## src/rtl/frame_ser_pkg.sv

```systemverilog
package frame_ser_pkg;
  typedef enum logic {
    KIND_DATA = 1'b0,
    KIND_SYNC = 1'b1
  } frame_kind_e;
endpackage

```

## src/rtl/slot_counter.sv

```systemverilog
module slot_counter #(
  parameter int FRAME_LEN = 12
) (
  input  logic clk_i,
  input  logic rst_ni,
  output logic load_o
);
  localparam int CW = $clog2(FRAME_LEN);

  logic [CW-1:0] cnt_q;

  always_ff @(posedge clk_i or negedge rst_ni) begin
    if (!rst_ni)                           cnt_q <= '0;
    else if (cnt_q == CW'(FRAME_LEN - 1))  cnt_q <= '0;
    else                                   cnt_q <= cnt_q + CW'(1);
  end

  assign load_o = (cnt_q == '0);
endmodule

```

## src/rtl/frame_builder.sv

```systemverilog
module frame_builder
  import frame_ser_pkg::*;
#(
  parameter int DATA_W = 10
) (
  input  logic [DATA_W-1:0]   word_i,
  input  frame_kind_e         kind_i,
  output logic [DATA_W+1:0]   frame_o
);
  localparam int FRAME_LEN = DATA_W + 2;
  localparam int HALF      = FRAME_LEN / 2;

  logic [FRAME_LEN-1:0] sync_pat;
  logic [FRAME_LEN-1:0] data_pat;

  // alignment pattern: ones in the first half of the slot, LSB leaves first
  for (genvar i = 0; i < FRAME_LEN; i++) begin : g_sync
    assign sync_pat[i] = (i < HALF);
  end

  assign data_pat = {1'b0, word_i, 1'b1};

  always_comb begin
    unique case (kind_i)
      KIND_SYNC: frame_o = sync_pat;
      default:   frame_o = data_pat;
    endcase
  end
endmodule

```

## src/rtl/frame_shifter.sv

```systemverilog
module frame_shifter #(
  parameter int FRAME_LEN = 12
) (
  input  logic                 clk_i,
  input  logic                 rst_ni,
  input  logic                 load_i,
  input  logic [FRAME_LEN-1:0] frame_i,
  output logic                 ser_o
);
  logic [FRAME_LEN-1:0] sh_q;

  always_ff @(posedge clk_i or negedge rst_ni) begin
    if (!rst_ni)     sh_q <= '1;
    else if (load_i) sh_q <= frame_i;
    else             sh_q <= {1'b1, sh_q[FRAME_LEN-1:1]};
  end

  assign ser_o = sh_q[0];
endmodule

```

## src/rtl/frame_serializer.sv

```systemverilog
module frame_serializer
  import frame_ser_pkg::*;
#(
  parameter int DATA_W = 10
) (
  input  logic              clk_i,
  input  logic              rst_ni,
  input  logic [DATA_W-1:0] word_i,
  input  logic              sync_a_i,
  input  logic              sync_b_i,
  output logic              ser_o,
  output logic              load_o
);
  localparam int FRAME_LEN = DATA_W + 2;

  logic                 load;
  logic [FRAME_LEN-1:0] frame;
  frame_kind_e          kind;

  assign kind   = (sync_a_i || sync_b_i) ? KIND_SYNC : KIND_DATA;
  assign load_o = load;

  slot_counter #(.FRAME_LEN(FRAME_LEN)) i_slot_counter (
    .clk_i  (clk_i),
    .rst_ni (rst_ni),
    .load_o (load)
  );

  frame_builder #(.DATA_W(DATA_W)) i_frame_builder (
    .word_i  (word_i),
    .kind_i  (kind),
    .frame_o (frame)
  );

  frame_shifter #(.FRAME_LEN(FRAME_LEN)) i_frame_shifter (
    .clk_i   (clk_i),
    .rst_ni  (rst_ni),
    .load_i  (load),
    .frame_i (frame),
    .ser_o   (ser_o)
  );
endmodule

```

## config.mk

```make
export PLATFORM = sky130hd
export DESIGN_NAME = frame_serializer
export DESIGN_NICKNAME = d
export VERILOG_FILES = /design/src/rtl/frame_ser_pkg.sv /design/src/rtl/slot_counter.sv /design/src/rtl/frame_builder.sv /design/src/rtl/frame_shifter.sv /design/src/rtl/frame_serializer.sv
export SDC_FILE = /design/constraint.sdc
export NUM_CORES = 1
export LEC_CHECK = 0
export ABC_AREA = 0
export BUFFER_PORTS_ARGS = -buffer_cell sky130_fd_sc_hd__clkbuf_2
export CORE_MARGIN = 2
export CORE_UTILIZATION = 50
export DETAILED_ROUTE_END_ITERATION = 16
export MAX_ROUTING_LAYER = met4
export PLACE_DENSITY_LB_ADDON = 0.1
export RECOVER_POWER = 50
export SYNTH_ARGS = -nofsm -noshare
export SYNTH_HDL_FRONTEND = slang
export SYNTH_SLANG_ARGS = --single-unit
export TNS_END_PERCENT = 5
```

## constraint.sdc

```tcl
create_clock -name clk_i -period 2.05 [get_ports clk_i]
set_clock_uncertainty 0.1 [all_clocks]
set_input_delay 0.1025 -clock clk_i [delete_from_list [all_inputs] [get_ports clk_i]]
set_output_delay 0.1025 -clock clk_i [all_outputs]
set_load 0.005 [all_outputs]
```

==> results of run 1 <==
per-layer routing:
layer  part of all wire (%)  global-route usage (%)
met5                      0                       -
met4                      0                    9.09
met3                    3.6                    2.55
met2                     45                    19.1
met1                     52                    20.7
cell type report:
| class | instances | area [um^2] | share of cell area [%] |
|---|---|---|---|
| Timing Repair Buffer | 17 | 91.3 | 10.3 |
| Clock buffer | 4 | 36.3 | 4.08 |
| Sequential cell | 16 | 415 | 46.7 |
| Tap cell | 16 | 20.0 | 2.25 |
| Inverter | 4 | 15.0 | 1.69 |
| Multi-Input combinational cell | 32 | 312 | 35.0 |
sequential cells by signal, summed over array words and instances, names as in the netlist:
signal / flops
i_slot_counter.cnt_q: 4
i_frame_shifter.sh_q: 12
kinds of logic (layout without fill, tap and decap cells):
family	after synthesis	after routing
and+or+nand+nor	17	17
muxes	10	10
buffers and inverters	7	25
DFF	16	16
AOI/OAI and AO/OA	3	3
adders and majority gates	2	2
stage by stage:
stage,hold WS (ns),power (mW),setup WS (ns),std cells
floorplan,-0.293,0.355,0.558,55
global placement,-0.0625,0.373,0.534,84
detailed placement,-0.0588,0.374,0.507,84
CTS,0.0247,0.585,0.375,89
global route,0.0321,0.606,0.306,89
finish,0.0386,0.573,0.396,89
placed cells by master, fill, tap and decap left out:
master,netlist,final
sky130_fd_sc_hd__clkbuf_2,0,14
sky130_fd_sc_hd__dfstp_2,12,12
sky130_fd_sc_hd__mux2_4,7,7
sky130_fd_sc_hd__nor3b_1,5,5
sky130_fd_sc_hd__or3_1,5,5
sky130_fd_sc_hd__inv_1,4,4
sky130_fd_sc_hd__dfrtp_1,4,4
sky130_fd_sc_hd__mux2_2,3,3
sky130_fd_sc_hd__clkbuf_4,0,3
sky130_fd_sc_hd__ha_1,2,2
sky130_fd_sc_hd__nor3b_4,1,1
sky130_fd_sc_hd__or2_1,1,1
sky130_fd_sc_hd__or3b_2,1,1
sky130_fd_sc_hd__o21ai_0,1,1
sky130_fd_sc_hd__a31oi_1,1,1
sky130_fd_sc_hd__nand2b_1,1,1
sky130_fd_sc_hd__and2_1,1,1
sky130_fd_sc_hd__nand2_1,1,1
sky130_fd_sc_hd__nand4b_1,1,1
sky130_fd_sc_hd__o221ai_1,1,1
sky130_fd_sc_hd__clkbuf_8,0,1
sky130_fd_sc_hd__dlygate4sd3_1,0,1
sky130_fd_sc_hd__clkbuf_1,0,1
sky130_fd_sc_hd__buf_4,0,1
worst paths after layout:
kind | from | endpoint | slack [ns] | depth (start not counted)
min in group asynchronous | rst_ni | i_slot_counter.cnt_q[3] | 0.32 | 2
hold / removal | word_i[4] | i_frame_shifter.sh_q[5] | 0.04 | 3
hold reg to reg | i_slot_counter.cnt_q[0] | i_slot_counter.cnt_q[0] | 0.40 | 1
max in group asynchronous | rst_ni | i_slot_counter.cnt_q[1] | 1.03 | 2
setup reg to reg | i_slot_counter.cnt_q[0] | i_frame_shifter.sh_q[3] | 0.50 | 5
setup / recovery | i_slot_counter.cnt_q[0] | load_o | 0.40 | 5
where the power goes:
group          switching, mW  total (mW)  internal (mW)
Sequential           0.00212       0.331          0.329
Clock                 0.0957       0.204          0.108
Combinational         0.0166      0.0382         0.0217
Total                  0.114       0.573          0.459
worst register-to-register path, stage by stage, from the launching register on:
cell                      delay [ns]
sky130_fd_sc_hd__dfrtp_1        0.42
sky130_fd_sc_hd__inv_1          0.07
sky130_fd_sc_hd__ha_1           0.13
sky130_fd_sc_hd__nor3b_4        0.16
sky130_fd_sc_hd__buf_4          0.24
sky130_fd_sc_hd__mux2_2         0.36
repair_timing:
| action | in CTS | in global routing |
|---|---|---|
| setup buffers | 0 | 0 |
| hold buffers | 1 | 0 |
| endpoints found under the hold margin | 16 | 0 |
==> results.cfg, run 1 <==
[yosys]
post_synth.cell_area_avg_um2 = 13.9
postSynth.asyncResetShare_pct = 100
synth_sequential_area_ratio_pct = 54.2
yosys.cell_count.top_type = sky130_fd_sc_hd__dfstp_2
synth.ff_latch_count = 16
synth_adder_area_share_pct = 3.27
synthTopCellsByArea = sky130_fd_sc_hd__dfstp_2, sky130_fd_sc_hd__mux2_4, sky130_fd_sc_hd__dfrtp_1, sky130_fd_sc_hd__nor3b_1, sky130_fd_sc_hd__mux2_2
synth_area_um2 = 766
synth.net_count = 71
synth_enable_flop_cells = 0
synth.distinct_cells = 21
synth_top_cell_area_share_pct = 41.2
ys.warnings.count = 0
post_synth_mux_area_share_pct = 18.1
synth-xor-area-share_pct = 0
fraction_of_the_mapped_netlist_area_in_simple_logic_gates_pct = 16.7
netlist.top_cell.by_area = sky130_fd_sc_hd__dfstp_2
dominantRegCellSynth = sky130_fd_sc_hd__dfstp_2
post_synth_inst_count = 55
combinational_family_with_the_most_area_after_synthesis = multiplexers
yosys-top-cells-count = sky130_fd_sc_hd__dfstp_2, sky130_fd_sc_hd__mux2_4, sky130_fd_sc_hd__nor3b_1, sky130_fd_sc_hd__or3_1
synth_compound_area_share_pct = 2.61

[global_route]
grt_first_pass_wirelength_mm = 1.90
grt-ovfl-total = 0
overall_global_routing_resource_usage_pct = 14.6
first_global_vias = 413
grt_max_degree = 17
grt_antenna_before_repair = 0

[sta]
total_negative_setup_slack_ns = 0
slew_headroom_pct = 45.4
period_minus_slack_ns = 1.65
max_slew.worst_pin.slew_ns = 0.819
report.final.setup_viol = 0
fmax_mhz = 604
grt_setup_unrepaired = no
period_share_pct = 80.7
hold_viol_final = 0
slew_violations = 0

[placed_design]
hpwlAfterDp_um = 778
placedInstanceArea_um2 = 845
port-buffer-count = 15
gp_congestion = 0.701

[worst_setup_path]
cp_num_buf_inv = 3
worst_path_required_time_ns = 1.85
crit_path_start_kind = flip-flop
critical_path.slowest_cell = sky130_fd_sc_hd__dfrtp_1
path_cells = inv_1 -> ha_1 -> nor3b_4 -> buf_4 -> clkbuf_2
timing.critical_path.arrival_ns = 1.45
worstSetupEndpointType = primary output
cp_slowest_stage_delay_ns = 0.42
max_fo_critical_path = 13
setup.worst_path.class = reg2out
critPathTopFamily = buffers and inverters

[routing]
antenna_left = 0
postRouteWirelength_mm = 1.12
drt_pass1_iterations = 3
via_count = 441
viasPerCell = 4.96
remaining_drc_errors = 0
drt-wirelength-per-cell_um = 12.5
detail_route.iter0.violations = 2

[floorplan]
width_of_the_chip_um = 43.1
core-area_um2 = 1470
pin_count = 16
row_count = 14
floorplan.initialDensity_pct = 52.0
dieArea_um2 = 1860
die_y_um = 43.1

[layout]
final_core_utilization_pct = 60.5
finalNetCount = 90
syn2layout_area_growth_pct = 16.2
fillers = 122
drive_above_1_share_pct = 58.9
antenna_cells_inserted = 0
final_area_um2 = 890

[clocking]
cts-htree-levels = 1
cts_tree = done
tritoncts_num_sinks = 16
postCtsResizedCells = 0
clk_latency_worst_skew_pair_ns = 0.28
numCtsBuffers = 3
cell_chosen_for_the_clock_root = sky130_fd_sc_hd__clkbuf_4
cts_clock_pin_slew_for_the_worst_setup_and_hold_paths_ns = 0.09
cts_max_path_buffers = 2

[run]
maxCapViolCount = 0

[power_and_ir_drop]
ir_drop_uv = 440
power_density_nw_per_um2 = 644
static-leakage-power_nw = 0.376

[run_status]
outcome = completed

[hold_path]
holdCritPathClass = in2reg
(Power assumes the default switching activity.)
==> run 2, diff against run 1 <==
clock period = 1.7 ns   (was 2.05 ns; I/O delays follow)
==> results.cfg, run 2 (synthesis gave the netlist of run 1 again) <==
[layout]
largest_reg_flops = 12
biggest_regs = i_frame_shifter.sh_q x12, i_slot_counter.cnt_q x4
finalNetCount = 95
final-instance-count-excl-fill = 94
largest-register = i_frame_shifter.sh_q
drive_above_1_share_pct = 61.5
antenna_cells_inserted = 0
layout.cells.most_common_list = sky130_fd_sc_hd__clkbuf_2, sky130_fd_sc_hd__dfstp_2, sky130_fd_sc_hd__mux2_4
final_common_cell = sky130_fd_sc_hd__clkbuf_2
syn2layout_area_growth_pct = 21.6

[global_route]
globalRoute.busiestLayer = met2
overall_global_routing_resource_usage_pct = 14.6
grt_max_degree = 17
first_global_vias = 428
grt_first_pass_wirelength_mm = 1.82
grt_antenna_before_repair = 0
groute.layer.met1.usage_pct = 16.2
grt-ovfl-total = 0
use_met3_pct = 7.66
use_met2_pct = 21.5

[worst_setup_path]
timing.critical_path.depth = 5
critPathTopFamily = flip-flops
timing.critical_path.arrival_ns = 1.43
cp_slowest_stage_delay_ns = 0.42
path_cells = inv_1 -> ha_1 -> nor3b_4 -> buf_6 -> clkbuf_2
ff2ff_path_depth = 6
setup.worst_path.class = reg2out
crit_path_start_kind = flip-flop
worstSetupEndpointType = primary output
critical_path.slowest_cell = sky130_fd_sc_hd__dfrtp_1
worst_path_required_time_ns = 1.51
cp_num_buf_inv = 3
max_fo_critical_path = 5

[placed_design]
hpwlAfterDp_um = 807
gp_congestion = 0.747
port-buffer-count = 15
dpl.cell_count = 85

[floorplan]
width_of_the_chip_um = 43.1
row_count = 14
dieArea_um2 = 1860
core-area_um2 = 1470
floorplan.initialDensity_pct = 52.0
pin_count = 16
die_y_um = 43.1

[routing]
via_count = 474
detail_route.iter0.violations = 4
drt-wirelength-per-cell_um = 12.4
remaining_drc_errors = 0
postRouteWirelength_mm = 1.17
viasPerCell = 5.04
drt_pass1_iterations = 4
antenna_left = 0

[sta]
slew_violations = 0
report.final.setup_viol = 0
period_minus_slack_ns = 1.62
fmax_mhz = 618
period_share_pct = 95.2
max_slew.worst_pin.slew_ns = 0.829
total_negative_setup_slack_ns = 0
slew_headroom_pct = 44.7
grt_setup_unrepaired = no
hold_viol_final = 0

[power_and_ir_drop]
relative_contribution_of_sequential_cells_to_total_power_pct = 57.5
power_switching_mw = 0.141
clock_power_share_pct = 35.8
share_of_power_burned_in_combinational_logic_pct = 6.8
static-leakage-power_nw = 0.404
power.internal_mw = 0.554
switching_share_pct = 20.3
ir_drop_uv = 473
power_density_nw_per_um2 = 746

[clocking]
tritoncts_num_sinks = 16
cts_max_path_buffers = 2
cts_clock_pin_slew_for_the_worst_setup_and_hold_paths_ns = 0.09
cts-htree-levels = 1
cell_chosen_for_the_clock_root = sky130_fd_sc_hd__clkbuf_4
cts_tree = done
clk_latency_worst_skew_pair_ns = 0.28
numCtsBuffers = 3

[run]
maxCapViolCount = 0

[run_status]
outcome = completed

[hold_path]
min_path_cells = 3
holdCritPathClass = in2reg
[run 2: cell count changes in the layout (fill, tap and decap cells not counted)]
cell,previous run,this run
sky130_fd_sc_hd__buf_4,1,5
sky130_fd_sc_hd__buf_6,0,1
[run 2: layout make-up]
class,instances,area (um^2)
fill,130,541
sequential,16,415
multi-input combinational,32,312
timing repair buffer,22,133
clock buffer,4,36.3
tap,16,20.0
inverter,4,15.0
[run 2: final timing paths]
| path | startpoint | end | slack (ns) |
|---|---|---|---|
| max reg2reg | i_slot_counter.cnt_q[0] | i_frame_shifter.sh_q[9] | 0.09 |
| max in group asynchronous | rst_ni | i_slot_counter.cnt_q[0] | 0.68 |
| min in group asynchronous | rst_ni | i_slot_counter.cnt_q[2] | 0.31 |
| max | i_slot_counter.cnt_q[0] | load_o | 0.08 |
| min reg2reg | i_slot_counter.cnt_q[0] | i_slot_counter.cnt_q[0] | 0.40 |
| min | word_i[3] | i_frame_shifter.sh_q[4] | 0.01 |
[run 2: metal layers]
layer  up-vias  wire length, um
met3         2               62
met2        12              565
met1       222              528
li1        238                -
met4         0                8
met5         -                0
[run 2: worst reg2reg max path, stage by stage, from the launching register on]
cell and delay (ns):
sky130_fd_sc_hd__dfrtp_1 0.42, sky130_fd_sc_hd__inv_1 0.07, sky130_fd_sc_hd__ha_1 0.13, sky130_fd_sc_hd__nor3b_4 0.26, sky130_fd_sc_hd__buf_6 0.16, sky130_fd_sc_hd__buf_4 0.12, sky130_fd_sc_hd__mux2_4 0.29
[run 2: power groups by stage]
| stage | Combinational [mW] | Sequential, mW | Clock, mW |
|---|---|---|---|
| 3_5_place_dp | 0.0460 | 0.405 | 0 |
| 5_1_grt | 0.0523 | 0.400 | 0.274 |
| 3_3_place_gp | 0.0450 | 0.406 | 0 |
| 4_1_cts | 0.0481 | 0.399 | 0.262 |
| 2_1_floorplan | 0.0233 | 0.405 | 0 |
| 6_report | 0.0469 | 0.399 | 0.248 |
[run 2: through the flow]
stage | power, mW | cell area (um^2) | hold WS (ns) | utilization, % | worst slack, ns
global placement | 0.451 | 852 | -0.0777 | 57.9 | 0.164
detailed placement | 0.451 | 852 | -0.0787 | 57.9 | 0.129
floorplan | 0.428 | 766 | -0.311 | - | 0.208
finish | 0.695 | 931 | 0.0140 | 63.3 | 0.0815
global route | 0.726 | 931 | 0.00782 | 63.3 | 0.000866
CTS | 0.709 | 902 | 0.00944 | 61.3 | 0.0121
[run 2: repair_timing]
| item | CTS | global route |
|---|---|---|
| hold buffers | 1 | 0 |
| endpoints found under the hold margin | 16 | 0 |
| resized for setup | 1 | 0 |
| setup buffers | 0 | 4 |
| endpoints found under the setup margin | 1 | 1 |
| gates cloned | 0 | 0 |
==> run 3, diff against run 2 <==
CELL_PAD_IN_SITES_DETAIL_PLACEMENT = 2   (was unset)
CELL_PAD_IN_SITES_GLOBAL_PLACEMENT = 2   (was unset)
CORE_UTILIZATION = 35   (was 50)
SETUP_SLACK_MARGIN = 0.05   (was unset)
==> results.cfg, run 3 (synthesis gave the netlist of run 1 again) <==
[hold_path]
holdCritPathClass = in2reg
min_delay_worst_endpoint = i_frame_shifter.sh_q[4]
min-delay-start = word_i[3]
min_path_cells = 3

[placed_design]
hpwlAfterDp_mm = 1.06
port-buffer-count = 15
dpl.cell_count = 95
placedInstanceArea_um2 = 871
gp_congestion = 0.699
preCtsSetupSlack_ns = 0.133

[routing]
viasPerCell = 4.72
via_count = 496
remaining_drc_errors = 0
postRouteWirelength_mm = 1.64
top_routing_layer_in_use = met4
antenna_left = 0
drt-wirelength-per-cell_um = 15.6
dr_wl_met3_um = 81
wl_met2_um = 790
drt_pass1_iterations = 2
detail_route.iter0.violations = 2
drt-met1-wl_um = 715

[sta]
period_minus_slack_ns = 1.62
grt_setup_unrepaired = yes
slew_violations = 0
report.final.setup_viol = 0
hold_viol_final = 0
max_slew.worst_pin.slew_ns = 0.830
slew_headroom_pct = 44.7
period_share_pct = 95.3
fmax_mhz = 617
setup_ws_ns = 0.0791
total_negative_setup_slack_ns = 0

[floorplan]
width_of_the_chip_um = 50.8
row_count = 16
floorplan.initialDensity_pct = 37.9
die_y_um = 50.8
pin_count = 16
core-area_um2 = 2020
dieArea_um2 = 2580

[clocking]
tritoncts_num_sinks = 16
numCtsBuffers = 3
cts_max_path_buffers = 2
cts-htree-levels = 1
cell_chosen_for_the_clock_root = sky130_fd_sc_hd__clkbuf_4
cts_clock_pin_slew_for_the_worst_setup_and_hold_paths_ns = 0.10
clk_latency_worst_skew_pair_ns = 0.31
cts_tree = done

[worst_setup_path]
timing.critical_path.arrival_ns = 1.44
setup.worst_path.class = reg2out
max_fo_critical_path = 9
ff2ff_path_depth = 6
worstSetupEndpointType = primary output
critical_path.reg2reg.startpoint = i_slot_counter.cnt_q[0]
critical_path.reg2reg.endpoint = i_frame_shifter.sh_q[10]
reg2reg_slack_ns = 0.11
worst_path_required_time_ns = 1.51
crit_path_start_kind = flip-flop

[run]
maxCapViolCount = 0

[power_and_ir_drop]
ir_drop_uv = 368
power_density_nw_per_um2 = 736
static-leakage-power_nw = 0.405
finalPower_mw = 0.711

[layout]
drive_above_1_share_pct = 64.1
final-instance-count-excl-fill = 105
biggest_regs = i_frame_shifter.sh_q x12, i_slot_counter.cnt_q x4
largest-register = i_frame_shifter.sh_q
final_common_cell = sky130_fd_sc_hd__clkbuf_2
fillers = 221
layout.cells.most_common_list = sky130_fd_sc_hd__clkbuf_2, sky130_fd_sc_hd__dfstp_2, sky130_fd_sc_hd__mux2_4, sky130_fd_sc_hd__nor3b_1, sky130_fd_sc_hd__or3_1
ff_latch_area_um2 = 415
final_area_um2 = 966
finalNetCount = 95
antenna_cells_inserted = 0
multi_input_area_um2 = 312
largest_reg_flops = 12
syn2layout_area_growth_pct = 26.1

[global_route]
first_global_vias = 518
grt_first_pass_wirelength_mm = 2.70
grt_antenna_before_repair = 0
grt-ovfl-total = 0
grt_max_degree = 17
overall_global_routing_resource_usage_pct = 16.2

[run_status]
outcome = completed
## run 3: cell count changes in the layout (fill, tap and decap cells not counted)
cell / delta
sky130_fd_sc_hd__buf_12: +2
sky130_fd_sc_hd__inv_1: -2
sky130_fd_sc_hd__inv_2: +2
sky130_fd_sc_hd__buf_4: -1
sky130_fd_sc_hd__buf_6: -1
## run 3: final cells by class
type,count,area share (%)
sequential,16,43.0
multi-input combinational,32,32.3
timing repair buffer,22,15.9
clock buffer,4,3.76
tap,27,3.50
inverter,4,1.55
## run 3: worst max-delay path by stage
stage                            startpoint                        to  slack (ns)  depth (start not counted)
floorplan           i_slot_counter.cnt_q[0]  i_frame_shifter.sh_q[10]        0.21                          5
global placement    i_slot_counter.cnt_q[0]   i_frame_shifter.sh_q[1]        0.21                          5
detailed placement  i_slot_counter.cnt_q[0]   i_frame_shifter.sh_q[1]        0.13                          5
CTS                 i_slot_counter.cnt_q[0]                    load_o        0.05                          5
global route        i_slot_counter.cnt_q[0]                    load_o      -0.003                          5
finish              i_slot_counter.cnt_q[0]                    load_o        0.08                          5
## run 3: layer usage
metal | vias up | global-route usage, %
met5 | - | -
met4 | 0 | 12.2
met3 | 6 | 5.65
met2 | 12 | 23.7
met1 | 243 | 18.2
li1 | 235 | -
## run 3: what timing repair did
action / 4_1_cts / 5_1_grt
endpoints found under the hold margin: 16 / 0
buffers inserted: 4 / 1
hold buffers: 1 / 0
gates resized for setup: 0 / 2
setup endpoints to repair: 1 / 8
## run 3: worst max-delay path: stages (launching register included)
cell	delay, ns
sky130_fd_sc_hd__dfrtp_1	0.43
sky130_fd_sc_hd__inv_2	0.07
sky130_fd_sc_hd__ha_1	0.15
sky130_fd_sc_hd__nor3b_4	0.22
sky130_fd_sc_hd__buf_12	0.16
sky130_fd_sc_hd__clkbuf_2	0.11
## run 3: through the flow
| step | hold WS [ns] | utilization [%] |
|---|---|---|
| floorplan | -0.311 | - |
| global placement | -0.0760 | 43.1 |
| detailed placement | -0.0744 | 43.1 |
| CTS | 0.0162 | 47.5 |
| global route | 0.0154 | 47.8 |
| finish | 0.00933 | 47.8 |
## run 3: where the power goes
group          leakage, nW  switching, mW  total (mW)  internal, mW
logic                0.207         0.0221      0.0483        0.0263
clock network       0.0210          0.131       0.263         0.131
registers            0.178        0.00301       0.400         0.397
total                0.405          0.157       0.711         0.554
